===== src/rtl/pcsr_pkg.sv =====
package pcsr_pkg;
    localparam int WORD_W   = 32;
    localparam int ADDR_W   = 26;
    localparam int FLAG_W   = 4;
    localparam int MASK_W   = 2;
    localparam int MODE_W   = 2;
    localparam int PC_W     = ADDR_W - 2;

    typedef enum logic [MODE_W-1:0] {
        MODE_USR  = 2'd0,
        MODE_SYS1 = 2'd1,
        MODE_SYS2 = 2'd2,
        MODE_SVC  = 2'd3
    } mode_e;

    typedef enum logic [2:0] {
        SCOPE_NONE,
        SCOPE_STEP,
        SCOPE_PC,
        SCOPE_PC_FLAGS,
        SCOPE_ALL
    } scope_e;

    typedef struct packed {
        logic [FLAG_W-1:0] flags;
        logic [MASK_W-1:0] irq_mask;
        logic [PC_W-1:0]   pc;
        mode_e             mode;
    } pcsr_word_t;
endpackage


===== src/rtl/pcsr_scope_dec.sv =====
module pcsr_scope_dec
    import pcsr_pkg::*;
(
    input  logic   wr_en,
    input  logic   wr_set_status,
    input  logic   step_en,
    input  mode_e  cur_mode,
    output scope_e scope
);
    always_comb begin
        scope = SCOPE_NONE;
        if (wr_en) begin
            if (!wr_set_status) begin
                scope = SCOPE_PC;
            end else begin
                unique case (cur_mode)
                    MODE_USR:                      scope = SCOPE_PC_FLAGS;
                    MODE_SYS1, MODE_SYS2, MODE_SVC: scope = SCOPE_ALL;
                endcase
            end
        end else if (step_en) begin
            scope = SCOPE_STEP;
        end
    end
endmodule


===== src/rtl/pcsr_pc_field.sv =====
module pcsr_pc_field
    import pcsr_pkg::*;
(
    input  logic            clk,
    input  logic            rst_n,
    input  scope_e          scope,
    input  logic [PC_W-1:0] load_pc,
    output logic [PC_W-1:0] pc_q
);
    logic [PC_W-1:0] pc_d;

    always_comb begin
        pc_d = pc_q;
        unique case (scope)
            SCOPE_NONE:                         pc_d = pc_q;
            SCOPE_STEP:                         pc_d = pc_q + PC_W'(1);
            SCOPE_PC, SCOPE_PC_FLAGS, SCOPE_ALL: pc_d = load_pc;
            default:                            pc_d = pc_q;
        endcase
    end

    always_ff @(posedge clk) begin
        if (!rst_n) pc_q <= '0;
        else        pc_q <= pc_d;
    end
endmodule


===== src/rtl/pcsr_status_field.sv =====
module pcsr_status_field
    import pcsr_pkg::*;
(
    input  logic              clk,
    input  logic              rst_n,
    input  scope_e            scope,
    input  logic [FLAG_W-1:0] load_flags,
    input  logic [MASK_W-1:0] load_mask,
    input  mode_e             load_mode,
    output logic [FLAG_W-1:0] flags_q,
    output logic [MASK_W-1:0] mask_q,
    output mode_e             mode_q
);
    logic [FLAG_W-1:0] flags_d;
    logic [MASK_W-1:0] mask_d;
    mode_e             mode_d;

    always_comb begin
        flags_d = flags_q;
        mask_d  = mask_q;
        mode_d  = mode_q;
        unique case (scope)
            SCOPE_NONE, SCOPE_STEP, SCOPE_PC: ;
            SCOPE_PC_FLAGS: flags_d = load_flags;
            SCOPE_ALL: begin
                flags_d = load_flags;
                mask_d  = load_mask;
                mode_d  = load_mode;
            end
            default: ;
        endcase
    end

    always_ff @(posedge clk) begin
        if (!rst_n) begin
            flags_q <= '0;
            mask_q  <= '1;
            mode_q  <= MODE_SVC;
        end else begin
            flags_q <= flags_d;
            mask_q  <= mask_d;
            mode_q  <= mode_d;
        end
    end
endmodule


===== src/rtl/pcsr_reg.sv =====
module pcsr_reg
    import pcsr_pkg::*;
(
    input  logic              clk,
    input  logic              rst_n,
    input  logic              wr_en,
    input  logic [WORD_W-1:0] wr_data,
    input  logic              wr_set_status,
    input  logic              step_en,
    output logic [WORD_W-1:0] rd_word
);
    pcsr_word_t        wr_fields;
    pcsr_word_t        rd_fields;
    scope_e            scope;
    logic [PC_W-1:0]   pc_q;
    logic [FLAG_W-1:0] flags_q;
    logic [MASK_W-1:0] mask_q;
    mode_e             mode_q;

    assign wr_fields = pcsr_word_t'(wr_data);

    pcsr_scope_dec u_dec (
        .wr_en        (wr_en),
        .wr_set_status(wr_set_status),
        .step_en      (step_en),
        .cur_mode     (mode_q),
        .scope        (scope)
    );

    pcsr_pc_field u_pc (
        .clk    (clk),
        .rst_n  (rst_n),
        .scope  (scope),
        .load_pc(wr_fields.pc),
        .pc_q   (pc_q)
    );

    pcsr_status_field u_st (
        .clk       (clk),
        .rst_n     (rst_n),
        .scope     (scope),
        .load_flags(wr_fields.flags),
        .load_mask (wr_fields.irq_mask),
        .load_mode (wr_fields.mode),
        .flags_q   (flags_q),
        .mask_q    (mask_q),
        .mode_q    (mode_q)
    );

    always_comb begin
        rd_fields.flags    = flags_q;
        rd_fields.irq_mask = mask_q;
        rd_fields.pc       = pc_q;
        rd_fields.mode     = mode_q;
    end

    assign rd_word = WORD_W'(rd_fields);
endmodule


===== config.mk =====
export PLATFORM = sky130hd
export DESIGN_NAME = pcsr_reg
export DESIGN_NICKNAME = d
export VERILOG_FILES = /design/src/rtl/pcsr_pkg.sv /design/src/rtl/pcsr_scope_dec.sv /design/src/rtl/pcsr_pc_field.sv /design/src/rtl/pcsr_status_field.sv /design/src/rtl/pcsr_reg.sv
export SDC_FILE = /design/constraint.sdc
export NUM_CORES = 1
export LEC_CHECK = 0
export BUFFER_PORTS_ARGS = -buffer_cell sky130_fd_sc_hd__buf_2
export CAP_MARGIN = 10
export CORE_MARGIN = 10
export CORE_UTILIZATION = 47
export CTS_CLUSTER_SIZE = 28
export DETAILED_ROUTE_END_ITERATION = 6
export PLACE_DENSITY = 0.85
export SYNTH_ARGS = -nofsm -noshare
export SYNTH_HDL_FRONTEND = slang
export SYNTH_HIERARCHICAL = 1
export SYNTH_SLANG_ARGS = --single-unit

===== constraint.sdc =====
create_clock -name clk -period 3.1 [get_ports clk]
set_clock_uncertainty 0.1 [all_clocks]
set_input_delay 0.155 -clock clk [delete_from_list [all_inputs] [get_ports clk]]
set_output_delay 0.155 -clock clk [all_outputs]
set_load 0.005 [all_outputs]

==> results.md <==
- Setup TNS: 0 ps
- Endpoint type of the worst setup path: register
- Row Count: 22
- Crit-path max FO: 12
- Worst-path clk slew: 60 ps
- Startpoint of the worst hold path: wr_data[27]
- Final setup violation count: 0
- Cells on worst reg2reg path: 7
- Flops & latches, synth: 32
- Synth top area cells: dfxtp_1, mux2i_1, nand2_1
- Die Height: 81.4 um
- Largest net degree at the start of global routing: 31
- Max Cap Viol: 0
- DP Worst Slack: 613 ps
- Root Buffer Master: clkbuf_8
- WP data required: 3220 ps
- GRT Total Usage: 0.150
- Ant diodes: 0
- Hold Path Depth: 3
- WL final: 4.96 mm
- Top FF cell, synth: dfxtp_1
- Failing checks: negative hold slack
- Hold Path End: u_st/mask_q[1]$_SDFFE_PN1N_
- Number of synthesized flops with an enable pin: 0
- FF-to-FF End: u_pc/pc_q[20]$_SDFFE_PN0P_
- Post-Syn Area: 1770 um2
- Post-synth top area share: 0.362
- CTS tree: yes
- Vias in the first global route: 1813
- Max-slew headroom: 0.533
- Final Wtd Congestion: 0.804
- Post-route setup slack: 600 ps
- Netlist cell types: 49
- Width of the die: 81.4 um
- Clock latency on the worst-skew pair: 290 ps
- Most common cell in the netlist: dfxtp_1
- Data arrival, critical path: 2620 ps
- Syn nets: 247
- Status: finished, violations left
- Post-Syn Instances: 209
- Starting density of the core: 0.484
- Fin crit period: 2500 ps
- Max Freq: 0.400 GHz
- Slew Limit Fails: 0
- Top post-synthesis cells by count: dfxtp_1, nand2_1, o21ai_0, mux2i_1, nor2_1
- Core Area: 3660 um2
- # nets final: 320
- Sequential area share after synthesis: 0.362
- Initial antenna violation count: 0
- CTS max path bufs: 2
- Final Core Density: 0.624
- First-pass GRT wire length: 8.03 mm
- Routed Antenna Nets: 0
- Pre-antenna DRT Iters: 4
- Area Growth Syn to Fin: 29.0%
- Total CTS buffers: 5
- Hpwl dp: 3.69 mm
- CP startpoint kind: register
- Iteration-0 DRC Markers: 123
- # IOs: 69
- Largest area contributor in the netlist: dfxtp_1
- Worst VDD drop: 0.209 mV
- CTS H-tree lvls: 2
- Async set-reset flop share out of synthesis: 0
- Vias/cell: 5.55
- PwrDens: 435 nW/um2
- Routed vias: 1837
- Ys Warns: 6
- RSZ-0062 raised after global routing: false
- Drt drc: 0
- Final hold violation count: 1
- R2R Path Start: u_st/mode_q[1]$_SDFFE_PN1N_
- Share of cells above drive strength 1: 0.329
- Clock sink total: 32
- Crit share post-route: 0.806
- Die Area: 6630 um2
- Syn avg cell area: 8.48 um2
- Hold Slack: -0.0616 ps
- Total gr overflow: 0
- IO buf count: 68
- Slew @ Worst Pin: 694 ps
- R2R Setup Slk: 600 ps
- Hold Crit Class: primary input to register
- # resized after CTS: 0
- Lkg Pwr: 0.960 nW
- DR WL/cell: 15.0 um
- WS Path Type: register to register
==> repair_timing <==
action                                  in CTS  in global routing
hold buffers                                 2                  0
endpoints found under the setup margin       0                  0
buffers inserted                             0                  0
hold endpoints to repair                     2                  0
==> kinds of logic (layout without fill, tap and decap cells) <==
| logic type | after synthesis | in the layout | share of synthesized area |
|---|---|---|---|
| flip-flops | 32 | 32 | 0.362 |
| AND/OR/NAND/NOR | 88 | 88 | 0.295 |
| XOR/XNOR | 10 | 10 | 0.0494 |
| AO/OA/AOI/OAI | 51 | 51 | 0.188 |
| adder cells (fa/ha/maj) | 1 | 1 | 0.00706 |
| buffers and inverters | 16 | 90 | 0.0367 |
| multiplexers | 11 | 11 | 0.0621 |
==> registers in the layout (all words and copies together), names as in the netlist <==
signal	cells
u_pc/pc_q	24
u_st/mask_q	2
u_st/mode_q	2
u_st/flags_q	4
==> routing by layer <==
layer | share of wire | track usage | vias to the layer above
li1 | - | - | 929
met1 | 0.42 | 0.169 | 844
met2 | 0.49 | 0.249 | 57
met3 | 0.076 | 0.0497 | 7
met4 | 0.013 | 0.0692 | 0
met5 | 0 | 0 | -
==> worst max path at each step <==
stage	cells after the start	startpoint	slack, ps	to
after detailed placement	7	u_st/mode_q[1]$_SDFFE_PN1N_	610	u_pc/pc_q[20]$_SDFFE_PN0P_
after global placement	7	u_st/mode_q[1]$_SDFFE_PN1N_	740	u_pc/pc_q[20]$_SDFFE_PN0P_
after global routing	7	u_st/mode_q[1]$_SDFFE_PN1N_	430	u_pc/pc_q[20]$_SDFFE_PN0P_
after CTS	7	u_st/mode_q[1]$_SDFFE_PN1N_	610	u_pc/pc_q[20]$_SDFFE_PN0P_
final	7	u_st/mode_q[1]$_SDFFE_PN1N_	600	u_pc/pc_q[20]$_SDFFE_PN0P_
after floorplan	6	u_st/mode_q[1]$_SDFFE_PN1N_	280	u_pc/pc_q[20]$_SDFFE_PN0P_
==> report_power, final <==
group	internal (W)	switching, W	total (W)
Combinational	0.0000892	0.0000871	0.000176
Sequential	0.000444	0.0000425	0.000487
Clock	0.000181	0.000149	0.000330
==> worst max-delay path: stages, from the launching register on <==
cell      delay (ps)
dfxtp_1          320
o21ai_0          250
nor2_1            80
buf_4            180
nand2b_1         140
or4_1            660
or4_1            540
a31oi_1          160
==> cells in the final DEF (no fill, tap or decap), types with 7 or more instances in the layout <==
cell type	count
xnor2_1	8
a211oi_1	7
nand2_1	21
nor2_1	10
nand4_1	8
nor3_1	7
a21oi_1	7
dfxtp_1	32
o21ai_0	15
buf_2	68
mux2i_1	11
a31oi_1	8
==> layout make-up <==
| cell class | instances | area [um2] |
|---|---|---|
| clock buffer | 8 | 90.1 |
| fill | 317 | 1380 |
| inverter | 7 | 26.3 |
| multi-input combinational | 161 | 1070 |
| sequential | 32 | 641 |
| tap | 48 | 60.1 |
| timing repair buffer | 75 | 398 |
==> metrics by stage <==
stage / cells / area (um2) / power (W) / hold WS (ps)
floorplan: 209 / 1770 / 0.000585 / 183
global placement: 321 / 2170 / 0.000665 / 273
detailed placement: 321 / 2170 / 0.000670 / 285
CTS: 331 / 2280 / 0.00100 / 2.38
global route: 331 / 2280 / 0.00104 / 9.62
finish: 331 / 2280 / 0.000993 / -0.0616
(Power assumes the default switching activity.)
